==> src/rtl/cic_pkg.sv <==
package cic_pkg;

    // Comb differential delay selection
    typedef enum logic {
        DLY_ONE = 1'b0,
        DLY_TWO = 1'b1
    } diff_dly_e;

    localparam int unsigned MAX_DIFF_DLY = 2;

    // Per-edge control for the low-rate section
    typedef struct packed {
        logic      keep;
        logic      flush;
        diff_dly_e dly;
    } comb_ctrl_t;

    // Register growth needed for full precision at the largest delay
    function automatic int unsigned growth_bits(input int unsigned stages,
                                                input int unsigned rate);
        return stages * $clog2(rate * MAX_DIFF_DLY);
    endfunction

endpackage

==> src/rtl/cic_integrators.sv <==
module cic_integrators #(
    parameter int unsigned W_IN   = 16,
    parameter int unsigned W_ACC  = 28,
    parameter int unsigned STAGES = 3
) (
    input  logic              clk,
    input  logic              rst,
    input  logic              en,
    input  logic [W_IN-1:0]   x,
    output logic [W_ACC-1:0]  last_sum
);
    localparam int unsigned EXT = W_ACC - W_IN;

    logic [W_ACC-1:0] acc  [STAGES];
    logic [W_ACC-1:0] link [STAGES+1];

    assign link[0] = {{EXT{x[W_IN-1]}}, x};

    for (genvar g = 0; g < STAGES; g++) begin : g_stage
        // Running sum: new value is old sum plus the new value of the stage before
        assign link[g+1] = acc[g] + link[g];

        always_ff @(posedge clk) begin
            if (rst) begin
                acc[g] <= '0;
            end else if (en) begin
                acc[g] <= link[g+1];
            end
        end

        // an idle cycle leaves every running sum untouched
        a_r11_idle_holds_sum: assert property (@(posedge clk) disable iff (rst)
            !en |=> $stable(acc[g]));
    end

    assign last_sum = link[STAGES];

endmodule

==> src/rtl/cic_phase.sv <==
module cic_phase #(
    parameter int unsigned RATE = 8
) (
    input  logic clk,
    input  logic rst,
    input  logic en,
    output logic keep
);
    localparam int unsigned PW = (RATE > 1) ? $clog2(RATE) : 1;
    localparam logic [PW-1:0] LAST = PW'(RATE - 1);

    logic [PW-1:0] phase;

    assign keep = en && (phase == LAST);

    always_ff @(posedge clk) begin
        if (rst) begin
            phase <= '0;
        end else if (en) begin
            phase <= (phase == LAST) ? '0 : phase + 1'b1;
        end
    end

    // the phase never leaves the range 0..RATE-1
    a_r3_phase_in_range: assert property (@(posedge clk) disable iff (rst)
        phase <= LAST);

    if (RATE > 1) begin : g_spacing
        // two kept samples never fall in adjacent cycles
        a_r3_keep_spacing: assert property (@(posedge clk) disable iff (rst)
            keep |=> !keep);
    end

endmodule

==> src/rtl/cic_combs.sv <==
module cic_combs
    import cic_pkg::*;
#(
    parameter int unsigned W_ACC  = 28,
    parameter int unsigned STAGES = 3
) (
    input  logic              clk,
    input  logic              rst,
    input  comb_ctrl_t        ctrl,
    input  logic [W_ACC-1:0]  x,
    output logic [W_ACC-1:0]  y
);
    logic [W_ACC-1:0] link [STAGES+1];

    assign link[0] = x;

    for (genvar g = 0; g < STAGES; g++) begin : g_stage
        logic [W_ACC-1:0] hist1;
        logic [W_ACC-1:0] hist2;
        logic [W_ACC-1:0] hist1_eff;
        logic [W_ACC-1:0] hist2_eff;
        logic [W_ACC-1:0] sub;

        // A delay change is seen as empty history in the same cycle
        assign hist1_eff = ctrl.flush ? '0 : hist1;
        assign hist2_eff = ctrl.flush ? '0 : hist2;
        assign sub       = (ctrl.dly == DLY_TWO) ? hist2_eff : hist1_eff;
        assign link[g+1] = link[g] - sub;

        always_ff @(posedge clk) begin
            if (rst) begin
                hist1 <= '0;
                hist2 <= '0;
            end else if (ctrl.keep) begin
                hist1 <= link[g];
                hist2 <= hist1_eff;
            end else if (ctrl.flush) begin
                hist1 <= '0;
                hist2 <= '0;
            end
        end

        // a delay change without a kept sample leaves the history empty
        a_r6_flush_clears: assert property (@(posedge clk) disable iff (rst)
            ctrl.flush && !ctrl.keep |=> (hist1 == '0) && (hist2 == '0));

        // a kept sample at a delay change enters with an empty older slot
        a_r6_flush_keep_older_empty: assert property (@(posedge clk) disable iff (rst)
            ctrl.flush && ctrl.keep |=> (hist2 == '0));
    end

    assign y = link[STAGES];

endmodule

==> src/rtl/cic_decimator.sv <==
module cic_decimator
    import cic_pkg::*;
#(
    parameter int unsigned W_IN  = 16,
    parameter int unsigned W_OUT = 20,
    parameter int unsigned N     = 3,
    parameter int unsigned R     = 8
) (
    input  logic              clk,
    input  logic              rst,
    input  logic              bypass,
    input  logic              diff_sel,
    input  logic              in_valid,
    input  logic [W_IN-1:0]   in_data,
    output logic              out_valid,
    output logic [W_OUT-1:0]  out_data
);
    localparam int unsigned W_ACC = W_IN + growth_bits(N, R);
    localparam int unsigned BEXT  = W_OUT - W_IN;

    diff_dly_e        dly_now;
    diff_dly_e        dly_q;
    logic             keep;
    logic [W_ACC-1:0] int_out;
    logic [W_ACC-1:0] comb_out;
    logic [W_OUT-1:0] pass_word;
    comb_ctrl_t       ctrl;

    assign dly_now   = diff_dly_e'(diff_sel);
    assign pass_word = {{BEXT{in_data[W_IN-1]}}, in_data};

    always_ff @(posedge clk) begin
        if (rst) begin
            dly_q <= DLY_ONE;
        end else begin
            dly_q <= dly_now;
        end
    end

    always_comb begin
        ctrl.keep  = keep;
        ctrl.flush = (dly_now != dly_q);
        ctrl.dly   = dly_now;
    end

    cic_integrators #(
        .W_IN   (W_IN),
        .W_ACC  (W_ACC),
        .STAGES (N)
    ) u_int (
        .clk      (clk),
        .rst      (rst),
        .en       (in_valid),
        .x        (in_data),
        .last_sum (int_out)
    );

    cic_phase #(
        .RATE (R)
    ) u_phase (
        .clk  (clk),
        .rst  (rst),
        .en   (in_valid),
        .keep (keep)
    );

    cic_combs #(
        .W_ACC  (W_ACC),
        .STAGES (N)
    ) u_comb (
        .clk  (clk),
        .rst  (rst),
        .ctrl (ctrl),
        .x    (int_out),
        .y    (comb_out)
    );

    always_ff @(posedge clk) begin
        if (rst) begin
            out_valid <= 1'b0;
            out_data  <= '0;
        end else if (bypass) begin
            out_valid <= in_valid;
            out_data  <= pass_word;
        end else begin
            out_valid <= keep;
            if (keep) begin
                out_data <= comb_out[W_ACC-1 -: W_OUT];
            end
        end
    end

    // in bypass the strobe is the input strobe one cycle later
    a_r8_bypass_strobe: assert property (@(posedge clk) disable iff (rst)
        bypass |=> out_valid == $past(in_valid));

    // in bypass the word is the sign-extended input one cycle later
    a_r8_bypass_word: assert property (@(posedge clk) disable iff (rst)
        bypass && in_valid |=> out_data == {{BEXT{$past(in_data[W_IN-1])}}, $past(in_data)});

    // no output strobe without an accepted input in the cycle before
    a_r3_strobe_needs_input: assert property (@(posedge clk) disable iff (rst)
        out_valid |-> $past(in_valid));

    // an idle input cycle is never followed by a filtered strobe
    a_r11_idle_no_output: assert property (@(posedge clk) disable iff (rst)
        !in_valid && !bypass |=> !out_valid);

endmodule

==> config.mk <==
export PLATFORM = sky130hd
export DESIGN_NAME = cic_decimator
export DESIGN_NICKNAME = d
export VERILOG_FILES = /design/src/rtl/cic_pkg.sv /design/src/rtl/cic_integrators.sv /design/src/rtl/cic_phase.sv /design/src/rtl/cic_combs.sv /design/src/rtl/cic_decimator.sv
export SDC_FILE = /design/constraint.sdc
export NUM_CORES = 1
export LEC_CHECK = 0
export BUFFER_PORTS_ARGS = -buffer_cell sky130_fd_sc_hd__buf_2
export CAP_MARGIN = 30
export CORE_ASPECT_RATIO = 1.5
export CORE_MARGIN = 8
export CORE_UTILIZATION = 35
export CTS_CLUSTER_SIZE = 40
export DETAILED_ROUTE_END_ITERATION = 8
export PLACE_DENSITY = 0.56
export SLEW_MARGIN = 20
export SYNTH_ARGS = -nofsm -noshare
export SYNTH_HDL_FRONTEND = slang
export SYNTH_SLANG_ARGS = --single-unit
==> constraint.sdc <==
create_clock -name clk -period 17.5 [get_ports clk]
set_clock_uncertainty 0.15 [all_clocks]
set_input_delay 0.875 -clock clk [delete_from_list [all_inputs] [get_ports clk]]
set_output_delay 0.875 -clock clk [all_outputs]
set_load 0.02 [all_outputs]
---- Word level (Yosys, flattened, before mapping) ----
Memory sizes are Yosys's and may differ from the RTL's.
Cells that the tools add are included.
storage, ports and cells
  logic and storage cells ................. 52
  bits in read-only memories .............. 0
  memories ................................ 1
  memory bits (writable) .................. 84
  register bits ........................... 193
  bits in latches ......................... 0
  output and inout port bits .............. 21
memory list
  memory     words  bits a word  rd ports  clocked after Yosys merged registers in  write ports  line                   RTL
  u_int.acc  3      28           3         0                                        3            cic_integrators.sv:14  logic [W_ACC-1:0] acc [STAGES];
cells by class
  order comparisons ....................... 0
  add/subtract/negate cells ............... 7
  shift operators ......................... 0
  reduce and logical (&&, ||, !) cells .... 2
  mux-type cells .......................... 27
  multipliers ............................. 0
  div/mod/pow operators ................... 0
  eq/ne operators ......................... 2
  bitwise logic cells ..................... 3
operators with widths
  cell                                         count
  two-way mux 28 bit                           18
  adder 28 bit                                 3
  subtractor 28 bit                            3
  two-way mux 20 bit                           2
  two-way mux 1 bit                            6
  adder 3 x 1 -> 3 bit, second input constant  1
  == test 3 bit, second input constant         1
  two-way mux 3 bit                            1
  bitwise OR 1 bit                             3
  nonzero test 2 bit                           1
  logical AND 1 bit                            1
  inequality test 1 bit                        1

---- Logic depth before layout (Yosys ltp) ----
Gate-level depths: netlist (run 1).
  depth in word-level cells ............... 8
  mapped depth ............................ 54
  gate-level depth less buffers ........... 52

---- Cells and area by module ----
From an unflattened synthesis (run 1), not the netlist that was laid out.
second synthesis, totals
  cell total of the unflattened synthesis .. 2,414
  area, all modules ....................... 21,100.2 sq um
modules (own cells, without submodules)
  module           area each (sq um)  times used  seq. area each (sq um)  cells an instance
  cic_combs        12,694.7           1           3,363.2                 1,552
  cic_integrators  7,267.0            1           2,522.4                 758
  cic_decimator    996.0              1           440.4                   91
  cic_phase        142.6              1           60.1                    13

---- Worst setup path before layout (run 1) ----
OpenSTA, ideal clock, no wires.
  path kind ............................... in2reg
  start point ............................. input in_data[0]
  end point ............................... register out_data[19]
  slack ................................... 7.352 ns
  arrival time ............................ 9.938 ns
  buffers on the path ..................... 0
  cell stages on the path ................. 49
  setup time .............................. 0.060 ns
  path through ............................ ha_1 > fa_1 > a21o_1 > a21oi_1 > o21bai_1 > a21oi_1 > o21bai_1 > a21oi_1 > o21bai_1 > a21oi_1 > o21bai_1 > a21oi_1 > xnor2_1 > ha_1 > o211ai_1 > nor2b_1 > nor2_1 > xnor2_1 > [13 not listed] > ha_1 > a31oi_1 > o21ai_0 > or3_1 > a221oi_2 > nor2_1 > a21o_1 > a21oi_1 > o21bai_1 > a21oi_1 > xnor2_1 > ha_1 > and2_1 > o21ai_0 > o311ai_0 > a211oi_2 > mux2i_1 > o311a_1
RTL lines
  item                  line                 RTL
  start, declared       cic_decimator.sv:14  input logic [W_IN-1:0] in_data,
  end signal, assigned  cic_decimator.sv:84  out_data <= pass_word;
  end signal, assigned  cic_decimator.sv:88  out_data <= comb_out[W_ACC-1 -: W_OUT];
  end, declared         cic_decimator.sv:16  output logic [W_OUT-1:0] out_data

==> results of run 1 <==
## flip-flops by register name, indices dropped and copies added, names as in the netlist
register / count
u_int.acc: 84
u_phase.phase: 3
out_data: 20
u_comb.g_stage.hist2: 84
u_comb.g_stage.hist1: 84
dly_q: 1
out_valid: 1
## routing by layer
metal,share of wire,track usage
met1,0.43,0.187
met2,0.51,0.305
met3,0.034,0.0175
met4,0.024,0.0481
met5,0.00016,0
## worst max path at each step
stage / endpoint / depth (start not counted)
2_1_floorplan: out_data[19] / 49
3_3_place_gp: out_data[17] / 45
3_5_place_dp: out_data[17] / 45
4_1_cts: out_data[17] / 45
5_1_grt: out_data[19] / 49
6_report: out_data[17] / 45
## cells by family after synthesis
family | after synthesis
flops | 277
mux | 13
compound gates | 654
buf+inv | 170
fa+ha+maj | 164
xor+xnor | 151
simple gates | 742
## critical path: cells and delay by family
kind / cells / cell delay, ns
AO/OA/AOI/OAI: 18 / 4.01
XOR/XNOR: 6 / 0.94
adder cells (fa/ha/maj): 7 / 2.35
buffers and inverters: 1 / 0.13
AND/OR/NAND/NOR: 13 / 3.36
## area by class of cell
type	count	area, µm²	share of cell area
Clock buffer	46	870	0.0429
Clock inverter	5	41.3	0.00204
Inverter	63	236	0.0117
Multi-Input combinational cell	1724	11600	0.570
Sequential cell	277	6390	0.315
Tap cell	682	853	0.0421
Timing Repair Buffer	56	333	0.0164
## cells in the final DEF (no fill, tap or decap), types with 28 or more instances in the layout
cell         n
ha_1       159
xnor2_1     96
nand2_1    245
nor2b_1     28
a22oi_1    157
o21ai_0     51
xor2_1      50
clkbuf_16   29
nand2b_1    30
a21o_1      42
and2_1      87
nor2_1     199
buf_2       40
edfxtp_1    84
dfxtp_1    193
a21oi_1    228
inv_1       61
## stage by stage
stage | area [µm²] | hold slack (ns)
2_1_floorplan | 18600 | 0.282
3_3_place_gp | 19300 | 0.290
3_5_place_dp | 19400 | 0.298
4_1_cts | 20300 | 0.307
5_1_grt | 20300 | 0.318
6_report | 20300 | 0.300
==> impl_metrics.yaml, run 1 <==
routing:
  dr.pass1.iters: 5
  postRouteAntennaNets: 0
  routed_wl_um: 50300
  drc: 0
  wl_per_cell_um: 17.6
  vias_per_cell: 5.54
  vias: 15803
  drt_iter0_drc: 858
worst_setup_path:
  rrSetupSlack_ns: 6.19
  slowest_delay_ns: 0.76
  path_max_fanout: 7
  required_ns: 17.81
  startpoint_type: "input pin"
  path_class: "input pin to register"
  r2r-end: "out_data[17]"
  rr_worst_depth: 44
  endpoint_kind: "register"
  crit_path_start: "in_data[0]"
  cp.arrival_ns: 11.67
  worstReg2RegStart: "u_int.acc[0][0]"
  cpMaxStageDelayCell: "nor4b_1"
finish:
  fillers: 5307
  antennaDiodeCount: 0
  instances_no_fill: 2853
  area_delta_synth_final_pct: 9.27
  final_nets: 2336
  drive_above_1_share: 0.0705
  final_util: 0.386
clock_tree:
  cts_buffer_depth: 3
  clk_pin_slew_ns: 0.06
  root_buffer: "clkbuf_16"
  cts_setup_buffers: 0
  cts_hold_buffers: 0
  cts_tree: "yes"
  clkSinkCount: 277
  h-tree-depth: 1
  cts_buffers: 29
  insertion_delay_ns: 0.59
  cts-resized-gates: 0
sta:
  finalSetupTns_ns: 0
  rsz0062_at_grt: "false"
  finalSetupViolCount: 0
  fmax_ghz: 0.0880
  setup_slack_ns: 6.14
  finalCriticalPeriod_ns: 11.36
  drv_slew: 0
  worst_slew_pin_slew_ns: 0.887
  max-slew-margin-rel: 0.409
  timing.final.crit_share: 0.649
  finalHoldViolCount: 0
die:
  io_pins: 42
  dieArea_um2: 60800
  rows: 103
  die_x_um: 204
  fp.dieH_um: 298
  core-area_um2: 52600
  start_util: 0.353
yosys:
  ys.flop_type: "dfxtp_1"
  synth-xor-area-share: 0.0740
  yosys.area_share.adder: 0.113
  syn_area_per_cell_um2: 8.55
  yosys.area_share.simple: 0.191
  synth_top_area_cell: "dfxtp_1"
  async_flop_share: 0
  synth_edf_count: 84
  syn_area_um2: 18600
  synth_seq_cells: 277
  synth-compound-area-share: 0.235
  synth_top_family_by_area: "compound AO/OA/AOI/OAI gates"
  synth_most_common_cell: "nand2_1"
  synth.top_cell.area_share: 0.208
  seq_area_frac_synth: 0.344
  syn_nets: 2356
  synth_commonest_cells: "nand2_1 (246), a21oi_1 (228), nor2_1 (201), dfxtp_1 (193), ha_1 (159)"
  synth_cell_types: 95
  netlist_instances: 2171
  muxShareOfSynthArea: 0.00816
  synth_area_leaders: "dfxtp_1 (21%), edfxtp_1 (14%), ha_1 (11%)"
  yosys_warnings: 0
global_route:
  grt_max_degree: 82
  grt_pass1_wl_um: 82100
  antenna_found_initial: 2
  grt_pass1_vias: 16219
  grt_usage: 0.162
  gr-total-overflow: 0
place:
  place_congestion: 0.865
  dpl.hpwl_um: 34800
  place_ws_ns: 5.61
  port_buffers: 41
  place_inst: 2802
worst_hold_path:
  min_path_cells: 2
  worstHoldStart: "u_comb.g_stage[2].hist1[18]"
  hold_end: "u_comb.g_stage[2].hist2[18]"
  hp-class: "register to register"
run:
  maxCapViolations: 0
outcome:
  outcome: "finished clean"
Power of run 1 is not shown: default switching activity piles up to over one toggle a cycle in this logic, so the estimate is an artifact.
==> run 2: changes to the inputs <==
--- a/config.mk
+++ b/config.mk
@@ -5,6 +5,7 @@
 export SDC_FILE = /design/constraint.sdc
 export NUM_CORES = 1
 export LEC_CHECK = 0
+export ABC_AREA = 1
 export BUFFER_PORTS_ARGS = -buffer_cell sky130_fd_sc_hd__buf_2
 export CAP_MARGIN = 30
 export CORE_ASPECT_RATIO = 1.5
==> constraint.sdc (replaced) <==
create_clock -name clk -period 11.53 [get_ports clk]
set_clock_uncertainty 0.15 [all_clocks]
set_input_delay 0.5765 -clock clk [delete_from_list [all_inputs] [get_ports clk]]
set_output_delay 0.5765 -clock clk [all_outputs]
set_load 0.02 [all_outputs]
==> run 2 against run 1 <==
  * Sequential share of layout area fell by 2.1 points
  * Final cell count increased by 22%
  * Die area is 5.7% higher
  * Critical path depth is 9 higher
  * Highest routed layer is now met4
  * Global-route usage is 2.0 points higher
  * Utilization increased by 0.45 points
  * Design area up 7.2%
==> impl_metrics.yaml, run 2 <==
routing:
  top_layer_used: "met4"
  dr.pass1.iters: 6
  drt_iter0_drc: 1015
  wl_met3_um: 2020
  routed_wl_um: 59700
  vias: 17923
  drt-met1-wl_um: 23700
  postRouteAntennaNets: 0
  drc: 0
  dr_wl_met2_um: 31300
  wl_per_cell_um: 17.1
  vias_per_cell: 5.13
yosys:
  synth_commonest_cells: "nand2_1 (563), inv_1 (447), a21oi_1 (290), o21ai_0 (206), dfxtp_1 (193)"
  syn_area_um2: 19700
  syn_area_per_cell_um2: 7.12
  synth_area_leaders: "dfxtp_1 (20%), edfxtp_1 (13%), nand2_1 (11%)"
  syn_nets: 2952
  synth_edf_count: 84
  netlist_instances: 2767
  yosys.area_share.simple: 0.234
  synth_top_area_cell: "dfxtp_1"
  synth_most_common_cell: "nand2_1"
  synth_seq_cells: 277
  synth_cell_types: 58
  yosys.area_share.adder: 0.106
  muxShareOfSynthArea: 0
  yosys_warnings: 0
  synth_top_family_by_area: "simple AND/OR/NAND/NOR gates"
  async_flop_share: 0
  seq_area_frac_synth: 0.324
  synth-compound-area-share: 0.168
  synth.top_cell.area_share: 0.196
  ys.flop_type: "dfxtp_1"
  synth-xor-area-share: 0.0577
die:
  core-area_um2: 55700
  fp.dieH_um: 307
  die_x_um: 210
  rows: 106
  dieArea_um2: 64300
  io_pins: 42
  start_util: 0.354
finish:
  final_common_cell: "nand2_1"
  drive_above_1_share: 0.0961
  regArea_um2: 6390
  multi_input_area_um2: 11200
  top_regs: "u_comb.g_stage.hist1: 84 flops, u_comb.g_stage.hist2: 84 flops, u_int.acc: 84 flops"
  antennaDiodeCount: 0
  most-common-layout-cells: "nand2_1 (560), inv_1 (445), a21oi_1 (290), o21ai_0 (206), dfxtp_1 (192)"
  fillers: 5854
  area_delta_synth_final_pct: 10.3
  final_util: 0.390
  final_nets: 2953
place:
  dpl.hpwl_um: 43400
  place_congestion: 0.926
  port_buffers: 41
worst_setup_path:
  slowest_delay_ns: 0.56
  cp_common_cell: "nand2_1"
  cp.depth: 54
  worstReg2RegStart: "u_int.acc[0][0]"
  r2r-end: "out_data[18]"
  startpoint_type: "register"
  crit_family: "simple AND/OR/NAND/NOR gates"
  rr_worst_depth: 54
  crit_buf_inv: 3
  path_class: "register to register"
  required_ns: 11.83
  cp.arrival_ns: 10.05
  path_max_fanout: 6
  rrSetupSlack_ns: 1.78
  cpMaxStageDelayCell: "ha_1"
  endpoint_kind: "register"
sta:
  drv_slew: 0
  finalHoldViolCount: 0
  rsz0062_at_grt: "false"
  timing.final.crit_share: 0.846
  finalSetupViolCount: 0
  worst_slew_pin_slew_ns: 0.922
  max-slew-margin-rel: 0.384
  fmax_ghz: 0.103
  finalSetupTns_ns: 0
  finalCriticalPeriod_ns: 9.75
global_route:
  grt_pass1_wl_um: 94100
  grt_usage: 0.182
  grt_max_degree: 191
  grt_pass1_vias: 17967
  antenna_found_initial: 0
  gr-total-overflow: 0
run:
  maxCapViolations: 0
worst_hold_path:
  hold_end: "out_data[3]"
  min_path_cells: 3
  hp-class: "input pin to register"
  worstHoldStart: "in_data[3]"
clock_tree:
  cts_tree: "yes"
  cts_buffers: 34
  cts_hold_buffers: 0
  cts_buffer_depth: 3
  insertion_delay_ns: 0.53
  cts-resized-gates: 0
  h-tree-depth: 2
  clkSinkCount: 277
  root_buffer: "clkbuf_16"
  cts_setup_buffers: 0
  clk_pin_slew_ns: 0.06
outcome:
  outcome: "finished clean"
[run 2: stage by stage]
step	std cells	worst slack (ns)	cell area (µm²)	hold slack, ns
2_1_floorplan	2767	3.60	19700	0.291
3_3_place_gp	3434	1.48	20600	0.298
3_5_place_dp	3434	1.53	20600	0.303
4_1_cts	3492	1.78	21700	0.212
5_1_grt	3492	1.12	21700	0.244
6_report	3492	1.78	21700	0.235
[run 2: kinds of logic after synthesis]
group                      count (synthesis)
buffers and inverters                    568
and+or+nand+nor                         1024
adders and majority gates                164
xor gates and xnor gates                 124
DFF                                      277
AOI/OAI and AO/OA                        610
[run 2: worst max-delay path by stage]
| stage | slack, ns | start | endpoint |
|---|---|---|---|
| after floorplan | 3.60 | in_data[0] | out_data[16] |
| after global placement | 1.48 | in_data[0] | out_data[16] |
| after detailed placement | 1.53 | in_data[0] | out_data[16] |
| after CTS | 1.78 | u_int.acc[0][0] | out_data[16] |
| after global routing | 1.12 | u_int.acc[0][0] | out_data[18] |
| final | 1.78 | u_int.acc[0][0] | out_data[18] |
[run 2: worst reg2reg max path, delay by kind of cell, from the launching register on]
| kind | cells | cell delay (ns) |
|---|---|---|
| and+or+nand+nor | 30 | 3.00 |
| adders and majority gates | 7 | 2.51 |
| AOI/OAI and AO/OA | 10 | 2.51 |
| DFF | 1 | 0.38 |
| buffers and inverters | 3 | 0.18 |
| xor gates and xnor gates | 4 | 0.95 |
[run 2: final cells by class]
cell class / count / share of cell area
repair buffers: 68 / 0.0195
clock inverters: 14 / 0.00795
flip-flops and latches: 277 / 0.294
inverters: 465 / 0.0804
well taps: 702 / 0.0404
clock buffers: 44 / 0.0442
multi-input cells: 1922 / 0.514
[run 2: routing by layer]
layer  up-vias  track usage
li1       9014            -
met1      8426        0.200
met2       364        0.346
met3       119       0.0193
met4         0       0.0836
met5         -            0
Power of run 2 is left out for the same reason.
